[config.mk]
export PLATFORM = sky130hd
export DESIGN_NAME = uart_bc_tx
export DESIGN_NICKNAME = d
export VERILOG_FILES = /design/src/rtl/uart_bc_pkg.sv /design/src/rtl/bc_rx_sync.sv /design/src/rtl/bc_load_buf.sv /design/src/rtl/bc_tx_shifter.sv /design/src/rtl/bc_col_det.sv /design/src/rtl/uart_bc_tx.sv
export SDC_FILE = /design/constraint.sdc
export NUM_CORES = 1
export LEC_CHECK = 0
export ABC_AREA = 1
export CELL_PAD_IN_SITES_DETAIL_PLACEMENT = 1
export CELL_PAD_IN_SITES_GLOBAL_PLACEMENT = 2
export CORE_MARGIN = 2
export CORE_UTILIZATION = 35
export CTS_BUF_LIST = sky130_fd_sc_hd__clkbuf_8
export DETAILED_ROUTE_END_ITERATION = 8
export DONT_BUFFER_PORTS = 1
export PLACE_DENSITY_LB_ADDON = 0.1
export SYNTH_ARGS = -nofsm -noshare
export SYNTH_HDL_FRONTEND = slang
export SYNTH_SLANG_ARGS = --single-unit
[constraint.sdc]
create_clock -name clk -period 1.4 [get_ports clk]
set_input_delay 0.21 -clock clk [delete_from_list [all_inputs] [get_ports clk]]
set_output_delay 0.21 -clock clk [all_outputs]
set_load 0.01 [all_outputs]
[src/rtl/uart_bc_pkg.sv]
package uart_bc_pkg;
   typedef struct packed {
      logic samp_timer;
      logic auto_off;
      logic wait_edge;
      logic invert;
   } bc_cfg_t;

   localparam logic MARK_LVL  = 1'b1;
   localparam logic SPACE_LVL = 1'b0;
endpackage

[src/rtl/bc_rx_sync.sv]
module bc_rx_sync #(
   parameter int unsigned STAGES = 2
) (
   input  logic clk,
   input  logic rst_n,
   input  logic line_raw,
   input  logic invert,
   output logic line_log,
   output logic fall_log
);
   logic [STAGES-1:0] chain_q;
   logic              prev_q;

   generate
      if (STAGES == 1) begin : g_one
         always_ff @(posedge clk or negedge rst_n) begin
            if (!rst_n) chain_q <= 1'b1;
            else        chain_q <= line_raw;
         end
      end else begin : g_many
         always_ff @(posedge clk or negedge rst_n) begin
            if (!rst_n) chain_q <= '1;
            else        chain_q <= {chain_q[STAGES-2:0], line_raw};
         end
      end
   endgenerate

   assign line_log = chain_q[STAGES-1] ^ invert;
   assign fall_log = prev_q & ~line_log;

   always_ff @(posedge clk or negedge rst_n) begin
      if (!rst_n) prev_q <= 1'b0;
      else        prev_q <= line_log;
   end
endmodule

[src/rtl/bc_load_buf.sv]
module bc_load_buf #(
   parameter int unsigned DATA_W = 9
) (
   input  logic              clk,
   input  logic              rst_n,
   input  logic              in_valid,
   input  logic [DATA_W-1:0] in_data,
   input  logic              take,
   output logic              in_ready,
   output logic              pending,
   output logic [DATA_W-1:0] word
);
   assign in_ready = ~pending;

   always_ff @(posedge clk or negedge rst_n) begin
      if (!rst_n) begin
         pending <= 1'b0;
         word    <= '0;
      end else if (take) begin
         pending <= 1'b0;
      end else if (in_valid && in_ready) begin
         pending <= 1'b1;
         word    <= in_data;
      end
   end
endmodule

[src/rtl/bc_tx_shifter.sv]
module bc_tx_shifter #(
   parameter int unsigned DATA_W = 9
) (
   input  logic              clk,
   input  logic              rst_n,
   input  logic              kill,
   input  logic              start,
   input  logic              adv,
   input  logic [DATA_W-1:0] data,
   output logic              busy,
   output logic              bit_log
);
   import uart_bc_pkg::*;
   localparam int unsigned FRAME_W = DATA_W + 2;
   localparam int unsigned CNT_W   = $clog2(FRAME_W);
   localparam logic [CNT_W-1:0] LAST_IDX = CNT_W'(FRAME_W - 1);

   logic [FRAME_W-1:0] sh_q;
   logic [CNT_W-1:0]   left_q;

   always_ff @(posedge clk or negedge rst_n) begin
      if (!rst_n) begin
         busy   <= 1'b0;
         sh_q   <= '1;
         left_q <= '0;
      end else if (kill) begin
         busy   <= 1'b0;
         sh_q   <= '1;
         left_q <= '0;
      end else if (start && !busy) begin
         busy   <= 1'b1;
         sh_q   <= {MARK_LVL, data, SPACE_LVL};
         left_q <= LAST_IDX;
      end else if (adv && busy) begin
         if (left_q == '0) begin
            busy <= 1'b0;
            sh_q <= '1;
         end else begin
            sh_q   <= {MARK_LVL, sh_q[FRAME_W-1:1]};
            left_q <= left_q - 1'b1;
         end
      end
   end

   assign bit_log = sh_q[0];
endmodule

[src/rtl/bc_col_det.sv]
module bc_col_det (
   input  logic clk,
   input  logic rst_n,
   input  logic tick,
   input  logic tmr_pulse,
   input  logic use_timer,
   input  logic active,
   input  logic tx_bit,
   input  logic rx_bit,
   input  logic clr,
   output logic hit,
   output logic flag
);
   logic sample;

   assign sample = use_timer ? tmr_pulse : tick;
   assign hit    = active & sample & (tx_bit ^ rx_bit);

   always_ff @(posedge clk or negedge rst_n) begin
      if (!rst_n)   flag <= 1'b0;
      else if (hit) flag <= 1'b1;
      else if (clr) flag <= 1'b0;
   end
endmodule

[src/rtl/uart_bc_tx.sv]
module uart_bc_tx #(
   parameter int unsigned DATA_W      = 9,
   parameter int unsigned SYNC_STAGES = 2
) (
   input  logic              clk,
   input  logic              rst_n,
   input  logic              xfer_tick,
   input  logic              tmr_uf,
   input  logic              cfg_samp_timer,
   input  logic              cfg_auto_off,
   input  logic              cfg_wait_edge,
   input  logic              cfg_invert,
   input  logic              ten_set,
   input  logic              ten_clr,
   input  logic              load_valid,
   input  logic [DATA_W-1:0] load_data,
   output logic              load_ready,
   input  logic              rxd,
   output logic              txd,
   output logic              col_flag,
   input  logic              col_clr,
   output logic              tx_en,
   output logic              tx_busy
);
   import uart_bc_pkg::*;

   generate
      if (DATA_W < 5 || DATA_W > 16) begin : g_bad_width
         $error("uart_bc_tx: DATA_W must lie in 5..16");
      end
      if (SYNC_STAGES < 2) begin : g_bad_sync
         $error("uart_bc_tx: SYNC_STAGES must be at least 2");
      end
   endgenerate

   bc_cfg_t           cfg;
   logic              rx_log, rx_fall;
   logic              pending;
   logic [DATA_W-1:0] word;
   logic              col_hit, kill, go_ok, start, bit_log;

   assign cfg = '{samp_timer: cfg_samp_timer, auto_off: cfg_auto_off,
                  wait_edge: cfg_wait_edge, invert: cfg_invert};

   bc_rx_sync #(.STAGES(SYNC_STAGES)) u_sync (
      .clk(clk), .rst_n(rst_n), .line_raw(rxd), .invert(cfg.invert),
      .line_log(rx_log), .fall_log(rx_fall)
   );

   bc_load_buf #(.DATA_W(DATA_W)) u_buf (
      .clk(clk), .rst_n(rst_n), .in_valid(load_valid), .in_data(load_data),
      .take(start), .in_ready(load_ready), .pending(pending), .word(word)
   );

   bc_col_det u_col (
      .clk(clk), .rst_n(rst_n), .tick(xfer_tick), .tmr_pulse(tmr_uf),
      .use_timer(cfg.samp_timer), .active(tx_busy), .tx_bit(bit_log),
      .rx_bit(rx_log), .clr(col_clr), .hit(col_hit), .flag(col_flag)
   );

   assign kill  = ten_clr | (col_hit & cfg.auto_off);
   assign go_ok = tx_en & pending & ~tx_busy & ~kill;
   assign start = go_ok & (cfg.wait_edge ? rx_fall : xfer_tick);

   always_ff @(posedge clk or negedge rst_n) begin
      if (!rst_n)       tx_en <= 1'b0;
      else if (kill)    tx_en <= 1'b0;
      else if (ten_set) tx_en <= 1'b1;
   end

   bc_tx_shifter #(.DATA_W(DATA_W)) u_shift (
      .clk(clk), .rst_n(rst_n), .kill(kill | ~tx_en), .start(start),
      .adv(xfer_tick), .data(word), .busy(tx_busy), .bit_log(bit_log)
   );

   assign txd = bit_log ^ cfg.invert;
endmodule

-- Yosys cells after proc, flatten, opt, wreduce, memory -nomap -nowiden
Cells that the tools add are included.
- register bits: 31
- input port bits: 22
- add/subtract/negate cells: 1
- equality and inequality tests: 1
- multiplexer cells: 20
- bitwise gates (word level): 19
- reductions and logical operators: 13
- operators by type and width (cell ; number):
    11-bit two-way mux ; 3
    4-bit two-way mux ; 4
    1-bit two-way mux ; 12
    10-bit two-way mux ; 1
    1-bit bitwise AND ; 8
    1-bit inverter ; 6
    2-bit AND reduction ; 3
    2-bit nonzero test ; 3
    3-bit nonzero test ; 2
    4-bit logical NOT ; 1
    4-bit by 1-bit subtractor with 4-bit output, second input constant ; 1
    1-bit logical AND ; 3
    3-bit by 1-bit != test with 1-bit output, second input constant ; 1
    1-bit XOR ; 3
    1-bit OR ; 2
    1-bit logical NOT ; 1

-- Depth between registers and ports, before layout
Gate-level depths: netlist of the first run.
- depth in word-level cells: 11
- mapped depth: 10
- gate-level depth less buffers: 10

-- Modules after synthesis
A second synthesis of the first run with hierarchy kept.
- cells, all modules: 216
- area, all modules: 1619.1 um^2
- by module, submodules not included (module ; instances ; cells each ; area an instance (um^2) ; sequential area each (um^2)):
    bc_tx_shifter ; 1 ; 134 ; 923.4 ; 387.9
    bc_load_buf ; 1 ; 43 ; 401.6 ; 250.2
    bc_rx_sync ; 1 ; 10 ; 108.9 ; 77.6
    uart_bc_tx ; 1 ; 14 ; 101.3 ; 25.0
    bc_col_det ; 1 ; 15 ; 83.8 ; 25.0

-- Worst setup path after synthesis of the first run
OpenSTA, ideal clock, no wires.
- kind: flip-flop to flip-flop
- from: reg u_shift.left_q[0]
- to: reg u_shift.left_q[3]
- setup time: 0.122 ns
- arrival time: 1.353 ns
- required time: 1.278 ns
- path slack: -0.075 ns
- stages on the path, launching flop included: 10
- buffers on the path: 0
- clock period less this slack: 1.475 ns
- cell sequence: dfrtp_1 > inv_1 > ha_1 > nand2_1 > nor2_1 > nor2_1 > o21ai_0 > a21oi_1 > o21ai_1 > o21ai_2
- longest elaborated chain between the ends: 5
- elaborated cells between the ends (all ways): 8
- ends and longest elaborated chain (element ; line ; RTL):
    start: declaration ; bc_tx_shifter.sv:19 ; logic [CNT_W-1:0] left_q;
    start signal: assignment ; bc_tx_shifter.sv:40 ; left_q <= left_q - 1'b1;
    4-bit by 1-bit subtractor with 4-bit output ; bc_tx_shifter.sv:40 ;
    4-bit two-way mux ; bc_tx_shifter.sv:35 ; if (left_q == '0) begin
    4-bit two-way mux ; bc_tx_shifter.sv:34 ; end else if (adv && busy) begin
    4-bit two-way mux ; bc_tx_shifter.sv:30 ; end else if (start && !busy) begin
    4-bit two-way mux ; bc_tx_shifter.sv:26 ; end else if (kill) begin
Several ways; a longest one is shown, not always the timed one. The select of a mux whose other input is x is not followed.
A chain may end at the register's enable or synchronous reset.

-- Worst setup path after layout of the first run
- from: reg u_sync.chain_q[1]
- to: reg u_shift.sh_q[2]
- longest elaborated chain between the ends: 11
- elaborated cells between the ends (all ways): 16
- ends and longest elaborated chain (element ; line ; RTL):
    start: declaration ; bc_rx_sync.sv:11 ; logic [STAGES-1:0] chain_q;
    start signal: assignment ; bc_rx_sync.sv:23 ; else chain_q <= {chain_q[STAGES-2:0], line_raw};
    1-bit XOR (*) ; bc_rx_sync.sv:28 ; assign line_log = chain_q[STAGES-1] ^ invert;
    1-bit XOR ; bc_col_det.sv:17 ; assign hit = active & sample & (tx_bit ^ rx_bit);
    1-bit bitwise AND ; bc_col_det.sv:17 ;
    1-bit bitwise AND ; uart_bc_tx.sv:61 ; assign kill = ten_clr | (col_hit & cfg.auto_off);
    1-bit OR ; uart_bc_tx.sv:61 ;
    1-bit inverter ; uart_bc_tx.sv:62 ; assign go_ok = tx_en & pending & ~tx_busy & ~kill;
    1-bit bitwise AND ; uart_bc_tx.sv:62 ;
    1-bit bitwise AND ; uart_bc_tx.sv:63 ; assign start = go_ok & (cfg.wait_edge ? rx_fall : xfer_tick);
    1-bit logical AND ; bc_tx_shifter.sv:30 ;
    11-bit two-way mux ; bc_tx_shifter.sv:30 ;
    11-bit two-way mux ; bc_tx_shifter.sv:26 ;
    end signal: assignment ; bc_tx_shifter.sv:32 ; sh_q <= {MARK_LVL, data, SPACE_LVL};
    end signal: assignment ; bc_tx_shifter.sv:39 ; sh_q <= {MARK_LVL, sh_q[FRAME_W-1:1]};
    end: declaration ; bc_tx_shifter.sv:18 ; logic [FRAME_W-1:0] sh_q;
Every way passes the cells marked *; elsewhere a longest branch is shown, timed or not.

==> results of run 1 <==
[registers in the layout, indices dropped and copies added, names as in the netlist]
register	cells
u_shift.left_q	4
u_shift.sh_q	10
u_sync.chain_q	2
u_buf.word	9
u_col.flag	1
u_shift.busy	1
u_buf.pending	1
u_sync.prev_q	1
tx_en	1
[power by group through the flow]
| stage | sequential, W | combinational [W] | clock [W] |
|---|---|---|---|
| 2_1_floorplan | 0.00109 | 0.000256 | 0 |
| 3_3_place_gp | 0.00112 | 0.000358 | 0 |
| 3_5_place_dp | 0.00112 | 0.000374 | 0 |
| 4_1_cts | 0.00111 | 0.000438 | 0.000918 |
| 5_1_grt | 0.00112 | 0.000544 | 0.000960 |
| 6_report | 0.00111 | 0.000490 | 0.000896 |
[logic make-up after synthesis]
family,Yosys count,share of synthesized area [%]
buffers and inverters,22,6.030
and+or+nand+nor,101,31.48
adders and majority gates,2,1.566
AOI/OAI and AO/OA,15,6.108
muxes,9,6.343
DFF,30,47.92
xor gates and xnor gates,1,0.5483
[worst max-delay path: stages, from the launching register on]
cell	delay (ns)
dfstp_2	0.56
buf_6	0.11
nand2_4	0.05
nand3_4	0.07
a21oi_4	0.07
buf_12	0.14
buf_6	0.11
nor2_4	0.22
buf_12	0.15
nand3_1	0.06
nand2_1	0.07
[timing repair]
action / in CTS / in global routing
pin swaps: 5 / 22
hold buffers: 3 / 0
resized for setup: 11 / 31
hold endpoints to repair: 31 / 0
buffers inserted: 5 / 6
endpoints found under the setup margin: 18 / 18
gates cloned: 1 / 1
[cells in the mapped netlist]
cell and count:
or2_1 1, dfstp_2 12, ha_1 2, buf_2 2
dfrtp_1 18, nand2_1 42, buf_4 1, clkinv_1 1
buf_6 1, o21ai_2 2, inv_2 3, nand3_2 2
o21ai_0 5, nand2_4 1, or2_2 7, inv_1 14
nand3_4 2, nand2_2 1, a21oi_1 2, nor2_4 1
mux2_2 9, a211oi_1 1, nand4_1 9, nor2_1 16
nand3_1 16, a21oi_4 1, nor3_1 3, o21ai_1 3
xor2_1 1, a31oi_1 1
[stage by stage]
stage / worst slack (ns) / setup TNS (ns) / area [um2] / hold WS (ns) / cells
after floorplan: -0.03250 / -0.2351 / 1603 / -0.08559 / 180
after global placement: -0.1817 / -1.795 / 1839 / -0.08484 / 253
after detailed placement: -0.2262 / -2.565 / 1839 / -0.08486 / 253
after CTS: -0.1992 / -2.290 / 2078 / 0.01923 / 270
after global routing: -0.3584 / -4.618 / 2235 / 0.01993 / 276
final: -0.2741 / -3.197 / 2235 / 0.01941 / 276
[layer usage]
metal | vias to the layer above | part of all wire, % | GRT usage [%]
met1 | 667 | 43 | 21.83
li1 | 682 | - | -
met2 | 21 | 52 | 33.23
met5 | - | 0 | 0
met4 | 0 | 1.2 | 5.660
met3 | 7 | 3.7 | 4.782
[path summary, 6_finish.rpt]
path | from | to | slack (ns) | depth (start not counted)
min | col_clr | u_col.flag | 0.02 | 1
max | u_sync.chain_q[1] | u_shift.sh_q[2] | -0.27 | 10
min in group asynchronous | rst_n | u_col.flag | 0.35 | 2
min reg2reg | u_sync.chain_q[0] | u_sync.chain_q[1] | 0.37 | 0
max reg2reg | u_sync.chain_q[1] | u_shift.sh_q[2] | -0.27 | 10
max in group asynchronous | rst_n | u_shift.sh_q[6] | 0.80 | 2
[cell type report]
class	instances	area, um2	area share (%)
clock inverter	3	45.04	2.016
inverter	18	70.07	3.136
multi-input combinational	130	854.6	38.24
tap	52	65.06	2.912
timing repair buffer	38	365.4	16.35
sequential	30	765.7	34.27
clock buffer	5	68.82	3.080
==> flow_summary.yaml, run 1 <==
routing:
  vias: 1377
  post_drt_wl_per_cell_um: 15.97
  viasPerCell: 4.989
  drc: 0
  dr.pass1.iters: 4
  drtAntennaViolNets: 0
  wl_um: 4408
  drt-initial-drc-count: 46
sta:
  setup_violations: 16
  max_freq_ghz: 0.5973
  slew-limit-headroom_pct: 76.88
  worst_pin_slew_ns: 0.3460
  min_period_over_period_pct: 119.6
  timing.final.ws_setup_ns: -0.2741
  hold_violations: 0
  rsz0062_at_grt: "yes"
  fin_crit_ns: 1.674
  finClkSkew_ns: 0.007722
  slew_viol_final: 0
critical_path:
  worstSetupEndpointType: "flip-flop"
  cp_max_fo: 7
  crit_required_ns: 1.63
  critPathKind: "flip-flop to flip-flop"
  critPathArrivalTime_ns: 1.91
  start_kind: "flip-flop"
power:
  powerDensity_nw_per_um2: 1115
  switching_share_pct: 27.52
  seqPwrFrac_pct: 44.4
  combPwrFrac_pct: 19.7
  p_int_w: 0.001807
  p_leak_nw: 1.024
  netSwitchingPower_w: 0.0006859
  power_w: 0.002493
  clkPwrFrac_pct: 36.0
  irDropWorstVdd_mv: 0.5974
clocking:
  cts_buffers: 5
  clk_pin_slew_ns: 0.07
  cts_sinks: 30
  h-tree-depth: 2
  cts-root-buf: "clkbuf_8"
  cts_tree: "done"
  clkLatencyLatePin_ns: 0.29
  clockBufferDepth: 2
logic_synthesis:
  synth-seq-cells: 30
  ys_seq_area_share_pct: 47.92
  ys_warn_count: 0
  yosysTopAreaCell: "dfrtp_1"
  synth_area_um2: 1598
  synthCells: 180
  netlist_top_cells_area: "dfrtp_1 (28%), dfstp_2 (20%), nand2_1 (9.9%)"
  synth_top_area_share_pct: 28.19
  synth.distinct_cells: 30
  synth_nets: 204
  avgSynthCellArea_um2: 8.877
floorplan:
  die_w_um: 71.57
  design.die.area_um2: 5122
  start_util_pct: 36.44
  pin_count: 27
  die_y_um: 71.57
  fp-row-count: 24
  fp.coreArea_um2: 4384
placed_design:
  portBuffers: 0
  gp_congestion: 0.7826
  dp_hpwl_um: 3045
status:
  failed_checks: "negative setup slack"
  status: "complete, but fails checks"
layout:
  layout_commonest_cell: "nand2_1"
  utilization_pct: 50.97
  mostFrequentLayoutCells: "nand2_1 (30), buf_4 (23), dfrtp_1 (18), nor2_1 (13), nand3_1 (13)"
  antenna_cells: 0
  layout-drive-gt1-share_pct: 51.34
  syn2layout_area_growth_pct: 39.86
  nets: 247
  nFillCells: 515
hold_path:
  holdCritPathClass: "input pin to flip-flop"
global_route:
  antenna_found_initial: 0
  grt_max_degree: 31
  grt_pass1_wl_um: 7279
  grt_util_all_layers_pct: 18.59
  overflow: 0
  grt_pass1_vias: 1567
run:
  drv_cap: 0
No activity file was read; power rests on OpenSTA's default activity.
==> run 2, diff against run 1 <==
--- a/config.mk
+++ b/config.mk
@@ -5,11 +5,10 @@
 export SDC_FILE = /design/constraint.sdc
 export NUM_CORES = 1
 export LEC_CHECK = 0
-export ABC_AREA = 1
 export CELL_PAD_IN_SITES_DETAIL_PLACEMENT = 1
 export CELL_PAD_IN_SITES_GLOBAL_PLACEMENT = 2
 export CORE_MARGIN = 2
-export CORE_UTILIZATION = 35
+export CORE_UTILIZATION = 38
 export CTS_BUF_LIST = sky130_fd_sc_hd__clkbuf_8
 export DETAILED_ROUTE_END_ITERATION = 8
 export DONT_BUFFER_PORTS = 1
==> flow_summary.yaml, run 2 <==
status:
  status: "complete, but fails checks"
  failed_checks: "negative setup slack"
layout:
  largest_reg_flops: 10
  antenna_cells: 0
  instances_no_fill: 219
  syn2layout_area_growth_pct: 27.17
  top_register: "u_shift.sh_q"
  seq_area_um2: 767.0
  mostFrequentLayoutCells: "buf_4 (22), dfrtp_1 (17), dfstp_2 (12), inv_1 (10), mux2_2 (10)"
  layout_commonest_cell: "buf_4"
  nFillCells: 446
  utilization_pct: 49.92
  layout-drive-gt1-share_pct: 45.56
  multi_input_area_um2: 773.2
  top_regs: "u_shift.sh_q x10, u_buf.word x9, u_shift.left_q x4"
  nets: 192
clocking:
  h-tree-depth: 2
  clk_pin_slew_ns: 0.06
  clockBufferDepth: 2
  cts-root-buf: "clkbuf_8"
  cts_setup_buffers: 0
  clkLatencyLatePin_ns: 0.28
  cts_buffers: 5
  cts_tree: "done"
  cts_sinks: 30
power:
  irDropWorstVdd_mv: 0.5719
  seqPwrFrac_pct: 47.3
  p_leak_nw: 0.8349
  combPwrFrac_pct: 16.0
  clkPwrFrac_pct: 36.7
  p_int_w: 0.001731
  powerDensity_nw_per_um2: 1149
  netSwitchingPower_w: 0.0005643
  switching_share_pct: 24.59
sta:
  slew_viol_final: 0
  tns_ns: -3.210
  fin_crit_ns: 1.670
  whs_ns: 0.03550
  timing.final.ws_setup_ns: -0.2705
  max_freq_ghz: 0.5986
  slew-limit-headroom_pct: 80.39
  finClkSkew_ns: 0.003866
  setup_violations: 15
  hold_violations: 0
  worst_pin_slew_ns: 0.2915
  rsz0062_at_grt: "yes"
  min_period_over_period_pct: 119.3
global_route:
  overflow: 0
  grt_pass1_wl_um: 6051
  grt_pass1_vias: 1239
  grt_util_all_layers_pct: 18.44
  grt_max_degree: 31
  antenna_found_initial: 0
run:
  drv_cap: 0
logic_synthesis:
  synth_edf_count: 0
  yosysTopAreaCell: "dfrtp_1"
  ys_warn_count: 0
  synthFlopType: "dfrtp_1"
  synth_nets: 164
  synth-seq-cells: 30
  synth_area_um2: 1570
  yosys.cell_count.top_type: "dfrtp_1"
  synthArstFlopShare_pct: 100.0
  ys_seq_area_share_pct: 48.76
  synthCells: 140
  avgSynthCellArea_um2: 11.22
  synth_top_area_share_pct: 28.69
  netlist_top_cells_area: "dfrtp_1 (29%), dfstp_2 (20%), mux2_2 (7.2%)"
  synth.distinct_cells: 36
  ys_top_cells_by_count: "dfrtp_1 (18), dfstp_2 (12), mux2_2 (10)"
floorplan:
  start_util_pct: 39.26
  die_w_um: 68.28
  fp.coreArea_um2: 4000
  fp-row-count: 23
  pin_count: 27
  die_y_um: 68.28
  design.die.area_um2: 4662
placed_design:
  dp_hpwl_um: 2636
  dpl.cell_count: 207
  dp_slack_ns: -0.3311
  gp_congestion: 0.8079
  portBuffers: 0
routing:
  post_drt_wl_per_cell_um: 17.16
  drtAntennaViolNets: 0
  dr.pass1.iters: 4
  drc: 0
  drt-initial-drc-count: 28
  viasPerCell: 5.420
  vias: 1187
  wl_um: 3759
critical_path:
  critPathArrivalTime_ns: 1.88
  critPathKind: "flip-flop to flip-flop"
  worstSetupEndpointType: "flip-flop"
  r2r-end: "u_shift.sh_q[5]"
  rrSetupSlack_ns: -0.27
  worstReg2RegStart: "u_shift.sh_q[0]"
  start_kind: "flip-flop"
  crit_required_ns: 1.61
  reg2regPathDepth: 5
  cp_max_fo: 14
hold_path:
  hp-start: "col_clr"
  holdPathEnd: "u_col.flag"
  whs_path_depth: 1
  holdCritPathClass: "input pin to flip-flop"
run 2: power groups by stage:
stage               clock, W  sequential [W]  combinational, W
floorplan                  0         0.00108          0.000238
global placement           0         0.00109          0.000308
detailed placement         0         0.00110          0.000317
CTS                 0.000865         0.00109          0.000361
global route        0.000906         0.00110          0.000403
finish              0.000841         0.00109          0.000367
run 2: stage by stage:
step / cell area, um2 / total power [W]
after CTS: 1957 / 0.002314
after floorplan: 1587 / 0.001316
final: 1997 / 0.002295
after global routing: 1997 / 0.002411
after detailed placement: 1764 / 0.001415
after global placement: 1764 / 0.001403
run 2: worst max path at each step:
stage	startpoint	endpoint	slack, ns	cells after the start
global route	u_shift.sh_q[0]	u_shift.sh_q[5]	-0.36	5
finish	u_shift.sh_q[0]	u_shift.sh_q[5]	-0.27	5
floorplan	u_shift.busy	u_shift.sh_q[8]	-0.37	5
CTS	u_shift.sh_q[0]	u_shift.sh_q[3]	-0.27	5
global placement	u_shift.sh_q[0]	u_shift.sh_q[3]	-0.32	5
detailed placement	u_shift.sh_q[0]	u_shift.sh_q[4]	-0.33	5
run 2: metal layers:
layer	vias to the layer above	track usage, %	part of all wire, %
met5	-	0	0
met4	0	5.250	1.0
met3	5	7.072	4.6
met2	26	30.10	50
met1	596	22.65	45
li1	560	-	-
run 2: logic make-up (layout without fill, tap and decap cells):
group | count (synthesis) | in the layout | synth area share, %
AO/OA/AOI/OAI | 40 | 40 | 19.04
XOR/XNOR | 4 | 4 | 3.187
adder cells (fa/ha/maj) | 2 | 2 | 1.593
buffers and inverters | 16 | 45 | 7.331
flip-flops | 30 | 30 | 48.76
multiplexers | 12 | 12 | 8.446
AND/OR/NAND/NOR | 36 | 36 | 11.63
run 2: cell type report:
| class | instances | area share, % |
|---|---|---|
| multi-input combinational | 94 | 38.72 |
| sequential | 30 | 38.41 |
| timing repair buffer | 29 | 12.91 |
| clock buffer | 5 | 3.446 |
| tap | 50 | 3.133 |
| clock inverter | 3 | 1.880 |
| inverter | 8 | 1.504 |
run 2: timing repair:
| item | CTS | global route |
|---|---|---|
| setup endpoints to repair | 17 | 17 |
| pin swaps | 2 | 1 |
| endpoints found under the hold margin | 32 | 0 |
| hold buffers | 4 | 0 |
| gates resized for setup | 7 | 9 |
run 2: critical path, stage by stage (launching register included):
cell,delay (ns)
dfstp_2,0.54
xor3_1,0.31
a41o_2,0.24
buf_4,0.20
a211oi_2,0.21
o2bb2ai_2,0.09
==> run 3, diff against run 2 <==
--- a/config.mk
+++ b/config.mk
@@ -12,6 +12,7 @@
 export CTS_BUF_LIST = sky130_fd_sc_hd__clkbuf_8
 export DETAILED_ROUTE_END_ITERATION = 8
 export DONT_BUFFER_PORTS = 1
+export GPL_TIMING_DRIVEN = 0
 export PLACE_DENSITY_LB_ADDON = 0.1
 export SYNTH_ARGS = -nofsm -noshare
 export SYNTH_HDL_FRONTEND = slang
==> flow_summary.yaml, run 3 (same netlist as run 2, synthesis figures left out) <==
layout:
  nets: 188
  layout_commonest_cell: "dfrtp_1"
  syn2layout_area_growth_pct: 36.18
  antenna_cells: 0
  largest_reg_flops: 10
  mostFrequentLayoutCells: "dfrtp_1 (17), dfstp_2 (12), buf_4 (11), inv_1 (10), mux2_2 (10)"
  top_register: "u_shift.sh_q"
  utilization_pct: 53.46
  layout-drive-gt1-share_pct: 52.73
  top_regs: "u_shift.sh_q x10, u_buf.word x9, u_shift.left_q x4"
routing:
  post_drt_wl_per_cell_um: 18.75
  viasPerCell: 5.465
  vias: 1175
  dr.pass1.iters: 4
  wl_um: 4031
  drtAntennaViolNets: 0
  drt-initial-drc-count: 24
  drc: 0
clocking:
  clk_pin_slew_ns: 0.07
  cts_buffers: 5
  clkLatencyLatePin_ns: 0.28
  h-tree-depth: 2
  cts_tree: "done"
  clockBufferDepth: 2
  cts-root-buf: "clkbuf_8"
  cts_sinks: 30
sta:
  finClkSkew_ns: 0.008788
  min_period_over_period_pct: 129.2
  whs_ns: 0.01556
  max_freq_ghz: 0.5527
  tns_ns: -4.415
  slew-limit-headroom_pct: 76.66
  slew_viol_final: 0
  hold_violations: 0
  setup_violations: 16
  fin_crit_ns: 1.809
  rsz0062_at_grt: "yes"
  worst_pin_slew_ns: 0.3469
  timing.final.ws_setup_ns: -0.4094
hold_path:
  hp-start: "col_clr"
  holdCritPathClass: "input pin to flip-flop"
global_route:
  overflow: 0
  grt_pass1_wl_um: 6555
  grt_util_all_layers_pct: 19.53
  grt_pass1_vias: 1373
  antenna_found_initial: 0
  grt_max_degree: 31
critical_path:
  critPathArrivalTime_ns: 2.02
  worstSetupEndpointType: "flip-flop"
  crit_path_top_delay_cell: "dfrtp_2"
  critPathKind: "flip-flop to flip-flop"
  start_kind: "flip-flop"
  cp_max_fo: 7
  crit_start: "u_shift.busy"
  crit_path_max_incr_delay_ns: 0.48
  crit_required_ns: 1.61
  worstReg2RegStart: "u_shift.busy"
  path_cells: "nand3b_1, or3_4, buf_8, or3_1, a311o_1"
floorplan:
  fp-row-count: 23
  fp.coreArea_um2: 4000
  design.die.area_um2: 4662
  die_y_um: 68.28
  pin_count: 27
  die_w_um: 68.28
  start_util_pct: 39.26
run:
  drv_cap: 0
placed_design:
  gp_congestion: 0.7564
  dp_slack_ns: -0.5507
  portBuffers: 0
  dp_hpwl_um: 2411
power:
  power_w: 0.002192
  p_leak_nw: 0.8411
  irDropWorstVdd_mv: 0.7539
  powerDensity_nw_per_um2: 1025
status:
  status: "complete, but fails checks"
  failed_checks: "negative setup slack"
-- run 3: stage by stage --
stage | area (um2) | instances
floorplan | 1587 | 140
global placement | 1649 | 190
detailed placement | 1649 | 190
CTS | 2018 | 213
global route | 2138 | 215
finish | 2138 | 215
-- run 3: final cells by class --
type	count	area [um2]
Buffer	8	106.4
Clock buffer	5	68.82
Fill cell	413	1862
Tap cell	50	62.56
Timing Repair Buffer	17	167.7
Sequential cell	30	767.0
Multi-Input combinational cell	94	924.6
Clock inverter	3	11.26
Inverter	8	30.03
-- run 3: final timing paths --
kind / slack, ns / to / depth (start not counted)
hold reg to reg: 0.36 / u_sync.chain_q[1] / 0
setup / recovery: -0.41 / u_shift.sh_q[8] / 5
min in group asynchronous: 0.43 / u_buf.pending / 2
hold / removal: 0.02 / u_col.flag / 1
max in group asynchronous: 0.73 / u_sync.chain_q[0] / 2
setup reg to reg: -0.41 / u_shift.sh_q[8] / 5
-- run 3: report_power, final --
part | total (W) | internal, W | switching, W
registers | 0.00110 | 0.00102 | 0.0000890
clock network | 0.000651 | 0.000331 | 0.000321
logic | 0.000437 | 0.000235 | 0.000201
-- run 3: layer usage --
metal	track usage (%)	share of wire, %	up-vias
met1	24.04	43	601
met5	0	0	-
met2	32.16	52	20
li1	-	-	549
met4	6.750	1.0	0
met3	6.250	4.0	5
-- run 3: timing repair --
item	CTS	global route
endpoints found under the hold margin	32	0
pin swaps	6	4
gates resized for setup	29	19
endpoints found under the setup margin	25	18
cloned	0	0
hold buffers	4	0
buffers inserted	11	3
-- run 3: critical path, delay by kind of cell, from the launching register on --
kind	cells	cell delay, ns
compound gates	1	0.26
simple gates	3	0.87
buf+inv	1	0.13
flops	1	0.48
